==> config.mk <==
export PLATFORM = sky130hd
export DESIGN_NAME = midi_host_port
export DESIGN_NICKNAME = d
export VERILOG_FILES = /design/src/rtl/midi_host_pkg.sv /design/src/rtl/midi_addr_decode.sv /design/src/rtl/midi_byte_fifo.sv /design/src/rtl/midi_host_port.sv
export SDC_FILE = /design/constraint.sdc
export NUM_CORES = 1
export LEC_CHECK = 0
export ABC_AREA = 1
export CORE_MARGIN = 2
export CORE_UTILIZATION = 57
export DETAILED_ROUTE_END_ITERATION = 8
export DONT_BUFFER_PORTS = 1
export GPL_ROUTABILITY_DRIVEN = 1
export HOLD_SLACK_MARGIN = 0.08
export PLACE_DENSITY = 0.76
export REMOVE_ABC_BUFFERS = 1
export SYNTH_ARGS = -nofsm -noshare
export SYNTH_HDL_FRONTEND = slang
export SYNTH_SLANG_ARGS = --single-unit
==> constraint.sdc <==
create_clock -name clk -period 2.9 [get_ports clk]
set_input_delay 0.58 -clock clk [delete_from_list [all_inputs] [get_ports clk]]
set_output_delay 0.58 -clock clk [all_outputs]
set_load 0.01 [all_outputs]
==> src/rtl/midi_host_pkg.sv <==
package midi_host_pkg;
  localparam logic [7:0] ACK_BYTE  = 8'hFE;
  localparam logic [7:0] CMD_RESET = 8'hFF;
  localparam logic [7:0] CMD_UART  = 8'h3F;
  localparam logic [7:0] IDLE_BYTE = 8'hFF;
  localparam logic [7:0] IDX_BASE_HI = 8'h60;
  localparam logic [7:0] IDX_BASE_LO = 8'h61;
  localparam logic [7:0] IDX_ENABLE  = 8'h30;

  // Bit 7 low: read byte waiting; bit 6 low: transmit room; others high.
  function automatic logic [7:0] status_byte(input logic avail, input logic tx_full);
    return {~avail, tx_full, 6'b111111};
  endfunction

  // Even-aligned two-address window match.
  function automatic logic window_hit(input logic [15:0] base, input logic [15:0] addr);
    return base[15:1] == addr[15:1];
  endfunction
endpackage

==> src/rtl/midi_addr_decode.sv <==
module midi_addr_decode
  import midi_host_pkg::*;
(
  input  logic        active,
  input  logic [15:0] base,
  input  logic [15:0] addr,
  input  logic        rd,
  input  logic        wr,
  output logic        data_rd,
  output logic        data_wr,
  output logic        stat_rd,
  output logic        cmd_wr
);
  logic hit;
  assign hit     = active && window_hit(base, addr);
  assign data_rd = hit && rd && !addr[0];
  assign data_wr = hit && wr && !addr[0];
  assign stat_rd = hit && rd &&  addr[0];
  assign cmd_wr  = hit && wr &&  addr[0];
endmodule

==> src/rtl/midi_byte_fifo.sv <==
module midi_byte_fifo #(
  parameter int WIDTH = 8,
  parameter int DEPTH = 16
) (
  input  logic             clk,
  input  logic             rst_n,
  input  logic             flush,
  input  logic             push,
  input  logic [WIDTH-1:0] din,
  input  logic             pop,
  output logic [WIDTH-1:0] dout,
  output logic             empty,
  output logic             full,
  output logic [$clog2(DEPTH):0] count
);
  localparam int AW = $clog2(DEPTH);
  localparam int CW = AW + 1;

  logic [WIDTH-1:0] mem [DEPTH];
  logic [AW-1:0] wr_ptr, rd_ptr;
  logic [CW-1:0] cnt;
  logic do_push, do_pop;

  assign empty   = (cnt == '0);
  assign full    = (cnt == CW'(DEPTH));
  assign do_push = push && !full;
  assign do_pop  = pop && !empty;
  assign dout    = mem[rd_ptr];
  assign count   = cnt;

  always_ff @(posedge clk or negedge rst_n) begin
    if (!rst_n) begin
      wr_ptr <= '0;
      rd_ptr <= '0;
      cnt    <= '0;
    end else if (flush) begin
      wr_ptr <= '0;
      rd_ptr <= '0;
      cnt    <= '0;
    end else begin
      if (do_push) wr_ptr <= wr_ptr + AW'(1);
      if (do_pop)  rd_ptr <= rd_ptr + AW'(1);
      cnt <= cnt + CW'(do_push) - CW'(do_pop);
    end
  end

  always_ff @(posedge clk) begin
    if (do_push && !flush) mem[wr_ptr] <= din;
  end
endmodule

==> src/rtl/midi_host_port.sv <==
module midi_host_port
  import midi_host_pkg::*;
#(
  parameter int          DEPTH    = 16,
  parameter logic [15:0] BASE_RST = 16'h0330
) (
  input  logic        clk,
  input  logic        rst_n,
  input  logic        cfg_wr,
  input  logic [7:0]  cfg_idx,
  input  logic [7:0]  cfg_wdata,
  input  logic [15:0] io_addr,
  input  logic        io_rd,
  input  logic        io_wr,
  input  logic [7:0]  io_wdata,
  output logic [7:0]  io_rdata,
  output logic        irq,
  output logic [7:0]  tx_byte,
  output logic        tx_valid,
  input  logic        tx_ready,
  input  logic [7:0]  rx_byte,
  input  logic        rx_valid,
  output logic        rx_ready
);
  localparam int CW = $clog2(DEPTH) + 1;

  logic       act_q;
  logic [7:0] base_hi_q;
  logic [7:1] base_lo_q;
  logic       uart_q;
  logic       ack_q;

  logic [15:0] base;
  logic data_rd, data_wr, stat_rd, cmd_wr;
  logic cmd_rst, cmd_uart, cmd_ok;
  logic ack_take, rx_pop, rx_push, tx_pop;
  logic rx_empty, rx_full, tx_empty, tx_full;
  logic [7:0] rx_head;
  logic [CW-1:0] rx_cnt, tx_cnt;
  logic avail;

  assign base = {base_hi_q, base_lo_q, 1'b0};

  always_ff @(posedge clk or negedge rst_n) begin
    if (!rst_n) begin
      act_q     <= 1'b0;
      base_hi_q <= BASE_RST[15:8];
      base_lo_q <= BASE_RST[7:1];
    end else if (cfg_wr) begin
      if (cfg_idx == IDX_ENABLE)  act_q     <= cfg_wdata[0];
      if (cfg_idx == IDX_BASE_HI) base_hi_q <= cfg_wdata;
      if (cfg_idx == IDX_BASE_LO) base_lo_q <= cfg_wdata[7:1];
    end
  end

  midi_addr_decode u_dec (
    .active (act_q), .base(base), .addr(io_addr), .rd(io_rd), .wr(io_wr),
    .data_rd(data_rd), .data_wr(data_wr), .stat_rd(stat_rd), .cmd_wr(cmd_wr)
  );

  assign cmd_rst  = cmd_wr && (io_wdata == CMD_RESET);
  assign cmd_uart = cmd_wr && (io_wdata == CMD_UART);
  assign cmd_ok   = cmd_rst || cmd_uart;
  assign ack_take = data_rd && ack_q;
  assign rx_pop   = data_rd && !ack_q && !rx_empty;
  assign rx_ready = !uart_q || !rx_full;
  assign rx_push  = rx_valid && uart_q && !rx_full;
  assign tx_valid = !tx_empty;
  assign tx_pop   = tx_valid && tx_ready;
  assign avail    = ack_q || !rx_empty;
  assign irq      = act_q && avail;

  always_ff @(posedge clk or negedge rst_n) begin
    if (!rst_n) begin
      uart_q <= 1'b0;
      ack_q  <= 1'b0;
    end else begin
      if (cmd_rst)       uart_q <= 1'b0;
      else if (cmd_uart) uart_q <= 1'b1;
      if (cmd_ok)        ack_q  <= 1'b1;
      else if (ack_take) ack_q  <= 1'b0;
    end
  end

  midi_byte_fifo #(.WIDTH(8), .DEPTH(DEPTH)) u_rx (
    .clk(clk), .rst_n(rst_n), .flush(cmd_rst), .push(rx_push), .din(rx_byte),
    .pop(rx_pop), .dout(rx_head), .empty(rx_empty), .full(rx_full), .count(rx_cnt)
  );

  midi_byte_fifo #(.WIDTH(8), .DEPTH(DEPTH)) u_tx (
    .clk(clk), .rst_n(rst_n), .flush(1'b0), .push(data_wr), .din(io_wdata),
    .pop(tx_pop), .dout(tx_byte), .empty(tx_empty), .full(tx_full), .count(tx_cnt)
  );

  always_comb begin
    io_rdata = IDLE_BYTE;
    if (data_rd) begin
      if (ack_q)          io_rdata = ACK_BYTE;
      else if (!rx_empty) io_rdata = rx_head;
    end else if (stat_rd) begin
      io_rdata = status_byte(avail, tx_full);
    end
  end
endmodule

==> After elaboration in Yosys (flattened, before gate mapping) <==
Memory sizes are Yosys's and may differ from the RTL's.
Cells that the tools add are included.
W data, S select, Z words.
{ "word_totals": {"input_bits": 55, "ramBits": 256, "register_bits": 44, "mem_count": 2} }
{ "mem_list": {"columns": ["name", "words", "width", "rd", "rd_ports_with_merged_regs", "write_ports", "line", "rtl"], "rows": [
  ["u_rx.mem", 16, 8, 1, 0, 1, "midi_byte_fifo.sv:19", "logic [WIDTH-1:0] mem [DEPTH];"],
  ["u_tx.mem", 16, 8, 1, 0, 1, "midi_byte_fifo.sv:19", null]
]} }
{ "op_classes": {"mux": 17, "n_eq_ne": 8, "n_addsub": 8, "bitwise": 1, "reduce_logical": 41} }
{ "op_table": {"columns": ["cell", "n"], "rows": [
  ["$mux W8", 4],
  ["$logic_and A1 B1 Y1", 21],
  ["$add A4 B1 Y4 const B", 4],
  ["$eq A8 B6 Y1 const B", 2],
  ["$eq A8 B7 Y1 const B", 2],
  ["$mux W4", 4],
  ["$eq A15 B15 Y1", 1],
  ["$add A5 B1 Y5", 2],
  ["$eq A5 B5 Y1 const B", 2],
  ["$logic_not A5 Y1", 2],
  ["$sub A5 B1 Y5", 2],
  ["$eq A8 B8 Y1 const B", 1],
  ["$logic_not A1 Y1", 8],
  ["$mux W1", 8],
  ["$reduce_bool A2 Y1", 4],
  ["$reduce_and A2 Y1", 3],
  ["$mux W5", 1],
  ["$logic_or A1 B1 Y1", 3],
  ["$not A1 Y1", 1]
]} }

==> Logic depth before layout (Yosys ltp) <==
{ "logic_depth": {"word_depth": 9, "ltp_mapped": 21, "ltp_nobuf": 21} }

==> Hierarchy <==
From an unflattened synthesis, not the netlist that was laid out.
{ "unflattened": {"cells_unflattened": 1529, "hier_area_um2": 14229.9} }
{ "by_module_without_submodules": {"columns": ["module", "cells_each", "instances", "area_per_inst_um2"], "rows": [
  ["midi_byte_fifo at u_tx", 653, 1, 6419.9],
  ["midi_byte_fifo at u_rx", 643, 1, 6412.4],
  ["midi_host_port", 142, 1, 1047.3],
  ["midi_addr_decode", 91, 1, 350.3]
]} }

==> Worst setup path before layout <==
No wires, ideal clock.
{ "synth_timing": {"kind": "input -> register", "start": "input io_addr[8]", "end": "register u_rx.cnt[4] (netlist: u_rx.count[4])", "path_buffers": 0, "setup_time_ps": 123, "path_slack_ps": -18, "stages": 21, "t_arrival_ps": 2796, "cell_sequence": "inv_1 > nand2_1 > nand2_1 > nor2_1 > nand2_2 > nor2_4 > nand2_1 > nor2_1 > nand4_2 > inv_2 > ha_1 > inv_1 > ha_1 > inv_1 > fa_1 > nor2_1 > nor2_1 > nor2_1 > nor2_1 > xor2_1 > nor2_1"} }
{ "synth_between": {"elab_chain_len": 9, "elab_cells_between_ends": 12} }
{ "synth_lines": {"columns": ["item", "line", "rtl"], "rows": [
  ["start, declared", "midi_host_port.sv:12", "input logic [15:0] io_addr,"],
  ["$eq A15 B15 Y1 (*)", "midi_host_pkg.sv:17", "return base[15:1] == addr[15:1];"],
  ["$logic_and A1 B1 Y1 (*)", "midi_addr_decode.sv:15", "assign hit = active && window_hit(base, addr);"],
  ["$logic_and A1 B1 Y1 (2 in series)", "midi_addr_decode.sv:16", "assign data_rd = hit && rd && !addr[0];"],
  ["$logic_and A1 B1 Y1 (2 in series)", "midi_host_port.sv:65", "assign rx_pop = data_rd && !ack_q && !rx_empty;"],
  ["$logic_and A1 B1 Y1", "midi_byte_fifo.sv:27", "assign do_pop = pop && !empty;"],
  ["$sub A5 B1 Y5", "midi_byte_fifo.sv:43", "cnt <= cnt + CW'(do_push) - CW'(do_pop);"],
  ["$mux W5 (*)", "midi_byte_fifo.sv:36", "end else if (flush) begin"],
  ["end signal, assigned", "midi_byte_fifo.sv:43", null],
  ["end, declared", "midi_byte_fifo.sv:21", "logic [CW-1:0] cnt;"]
]} }
Every way passes the cells marked *; elsewhere a longest branch is shown, timed or not.
A chain may end at the register's enable or synchronous reset.

==> Final worst setup path <==
{ "layout_timing": {"start": "register u_rx.rd_ptr[0]", "end": "output io_rdata[6]"} }
{ "layout_between": {"elab_chain_len": 4} }
{ "layout_lines": {"columns": ["item", "line", "rtl"], "rows": [
  ["start, declared", "midi_byte_fifo.sv:20", "logic [AW-1:0] wr_ptr, rd_ptr;"],
  ["start signal, assigned", "midi_byte_fifo.sv:42", "if (do_pop) rd_ptr <= rd_ptr + AW'(1);"],
  ["$mem_v2 Z16 W8", null, null],
  ["$mux W8", "midi_host_port.sv:99", "else if (!rx_empty) io_rdata = rx_head;"],
  ["$mux W8", "midi_host_port.sv:98", "if (ack_q) io_rdata = ACK_BYTE;"],
  ["$mux W8", "midi_host_port.sv:97", "if (data_rd) begin"],
  ["end, declared", "midi_host_port.sv:16", "output logic [7:0] io_rdata,"]
]} }
No other way between the ends.

==> impl_metrics.tcl <==
set metrics [dict create \
    critical_path.endpoint_type "output pin" \
    filler_cell_count 1640 \
    root_buffer "clkbuf_16" \
    postSynthAreaPerCell_um2 11.5 \
    post-route-min-period_ns 2.88 \
    synth.lib_cells_used.distinct 40 \
    max_slew.worst_pin.slew_ns 0.568 \
    max_cap_viol_count 0 \
    crit_buf_inv 4 \
    worstPathMaxFanout 6 \
    io-pin-count 74 \
    grt_max_degree 77 \
    routed_via_density 5.78 \
    area_overhead_of_the_layout_relative_to_synthesis_pct 13.8 \
    ant_nets 0 \
    design.final.nets 1271 \
    post_drt_wl_per_cell_um 18.9 \
    setup-violations-final 0 \
    gr-usage-all-layers_pct 23.3 \
    drt_drc_violations_left 0 \
    synth.area.top_cells "edfxtp_1 59%, dfrtp_1 7.7%, nor2_1 4.9%" \
    synth_top_flop_cell "edfxtp_1" \
    power_leakage_nw 5.56 \
    critical_path.startpoint_type "register" \
    htree_levels 1 \
    min_delay_path_depth 0 \
    power.ir.vdd_worst_uv 633 \
    gr_ovfl_total 0 \
    register_area_um2 8800 \
    cts_inserted_buffers 30 \
    pre_cts_ws_ns -0.0922 \
    postLayoutCellArea_um2 14900 \
    cts_tree "done" \
    rsz0062_at_grt "yes" \
    initial_utilization_pct 57.9 \
    drt_iter0_drc 710 \
    numClockSinks 300 \
    postSynth.asyncResetShare_pct 14.7 \
    synth_seq_cells 300 \
    cts_max_path_buffers 3 \
    synth.yosys.warnings 0 \
    r2r_cells 21 \
    instances_no_fill 1499 \
    finalSetupTns_ns 0 \
    count_of_flip_flops_with_a_built_in_enable_after_synthesis 256 \
    hpwlAfterDp_um 17900 \
    run_status "completed" \
    area_of_the_multi_input_gates_um2 3750 \
    stage_delay_of_the_slowest_cell_on_the_critical_path_ns 0.44 \
    syn_inst 1137 \
    clock_insertion_delay_worst_skew_ns 0.57 \
    placement_rows 55 \
    final.period_utilization_pct 99.4 \
    cp_data_arrival_time_ns 2.30 \
    timing.max_slew.rel_slack_pct 62.1 \
    numPlacedInstances 1429 \
    design.core.area_um2 22600 \
    synth_top_cells_by_count "256 x edfxtp_1, 169 x nor2_1, 162 x nand2_1, 105 x inv_1, 105 x o21ai_0" \
    synth.most_common_cell "edfxtp_1" \
    grt_pass1_wl_um 43800 \
    criticalPathCategory "reg2out" \
    gp_congestion 0.860 \
    syn_area_um2 13100 \
    netlist.top_cell.by_area "edfxtp_1" \
    placement.io_buffers 0 \
    cts.clk_slew.worst_paths_ns 0.06 \
    die_area_um2 24200 \
    top_delay_family_on_crit_path "buffers and inverters" \
    hold_viol 0 \
    final_critical_path_setup_slack_ns 0.0181 \
    vias 8663 \
    timing.final.max_slew_violations 0 \
    fin_util_pct 65.9 \
    floorplan.die.height_um 155 \
    achievable-frequency_ghz 0.347 \
    synth.top_cell.area_share_pct 58.8 \
    dieWidth_um 155 \
    sequential_cell_area_fraction_in_the_yosys_report_pct 67.3 \
    drt_first_pass_iters 5 \
    timing.critical_path.cells "clkinvlp_4 -> buf_2 -> buf_4 -> nor2_1 -> o211ai_1 -> nand3_1 -> o21ai_2 -> o21ai_1 -> inv_1" \
    post_route_cells_drive_above_1_share_pct 14.3 \
    critPathSlowestCell "dfrtp_2" \
    crit_required_ns 2.32 \
    routed_wl_um 28300 \
    antenna-diode-count 0 \
    timing.hold.worst.class "in2reg" \
    detailed_place.area_um2 13700 \
    grt_antenna_before_repair 0 \
    timing.hold.ws_ns 0.105 \
    final.setup_skew_ns 0.0210 \
    cp.depth 9 \
    first_global_vias 8168 \
    power_density_nw_per_um2 758 \
    finalPower_mw 11.3 \
]
-- cells in the final DEF (no fill, tap or decap), types with 14 or more instances in the layout --
cell	Yosys	layout
a21oi_1	14	14
inv_1	105	99
dfrtp_1	40	36
nor3_1	14	14
nand3_1	39	34
ha_1	22	20
nand4_1	27	27
clkinv_1	2	14
buf_4	0	58
o221ai_1	29	29
clkbuf_16	0	31
nor2_1	169	164
o21ai_0	105	103
o211ai_1	14	14
edfxtp_1	256	256
mux2i_1	19	19
nand2_1	162	159
nor2_2	10	15
-- per-layer routing --
layer | global-route usage, % | wire length (um) | vias up
li1 | - | - | 4097
met1 | 32.1 | 11800 | 4197
met2 | 38.2 | 13700 | 317
met3 | 3.90 | 2020 | 52
met4 | 7.69 | 821 | 0
met5 | 0 | 0 | -
-- sequential cells by signal, indices dropped and copies added, names as in the netlist --
signal and count:
base_hi_q 8, u_rx.wr_ptr 4, act_q 1, u_rx.count 5, ack_q 1, uart_q 1, u_tx.wr_ptr 4, u_rx.mem 128
u_tx.rd_ptr 4, base_lo_q 7, u_tx.count 5, u_tx.mem 128, u_rx.rd_ptr 4
-- report_power, final --
group          leakage [nW]  internal (mW)  switching, mW
registers              2.81           5.02          0.275
logic                  2.31          0.932           1.52
clock network         0.438           1.97           1.56
total                  5.56           7.92           3.36
-- worst reg2reg max path: stages, from the launching register on --
cell	delay, ns
dfstp_2	0.56
inv_2	0.04
nand2_2	0.07
nand2_2	0.04
nor2_1	0.10
nand2_1	0.09
nor2_4	0.10
nand2_1	0.07
nor2_2	0.12
nand4_2	0.10
inv_2	0.11
ha_4	0.21
inv_4	0.05
ha_4	0.12
inv_2	0.03
fa_2	0.33
nor2_2	0.13
nor2_1	0.05
nor2_1	0.09
nor2_1	0.06
xor2_1	0.13
nor2_1	0.05
-- worst paths after layout --
path	from	to	slack, ns
setup / recovery	u_rx.rd_ptr[0]	io_rdata[6]	0.02
hold / removal	rx_byte[2]	u_rx.mem[14][2]	0.11
setup reg to reg	base_lo_q[5]	u_rx.count[4]	0.10
hold reg to reg	base_hi_q[0]	base_hi_q[0]	0.51
max in group asynchronous	rst_n	base_lo_q[5]	2.03
min in group asynchronous	rst_n	u_rx.count[0]	0.60
-- logic make-up after synthesis --
logic type | count (synthesis) | synth area share [%]
compound gates | 182 | 8.40
fa+ha+maj | 24 | 2.41
mux | 20 | 1.54
buf+inv | 159 | 4.77
simple gates | 438 | 14.7
flops | 300 | 67.3
xor+xnor | 14 | 0.938
-- repair_timing --
item	CTS	global route
gates resized for setup	8	29
setup endpoints to repair	9	15
endpoints found under the hold margin	44	0
pin swaps	1	15
gates cloned	0	1
hold buffers	2	0
setup buffers	4	9
-- final cells by class --
type	instances	area share, %
clock buffer	33	5.12
tap	285	2.40
multi-input combinational	678	25.2
clock inverter	21	0.917
inverter	112	2.90
timing repair buffer	70	4.31
sequential	300	59.1
Power figures use the tool's default switching activity.
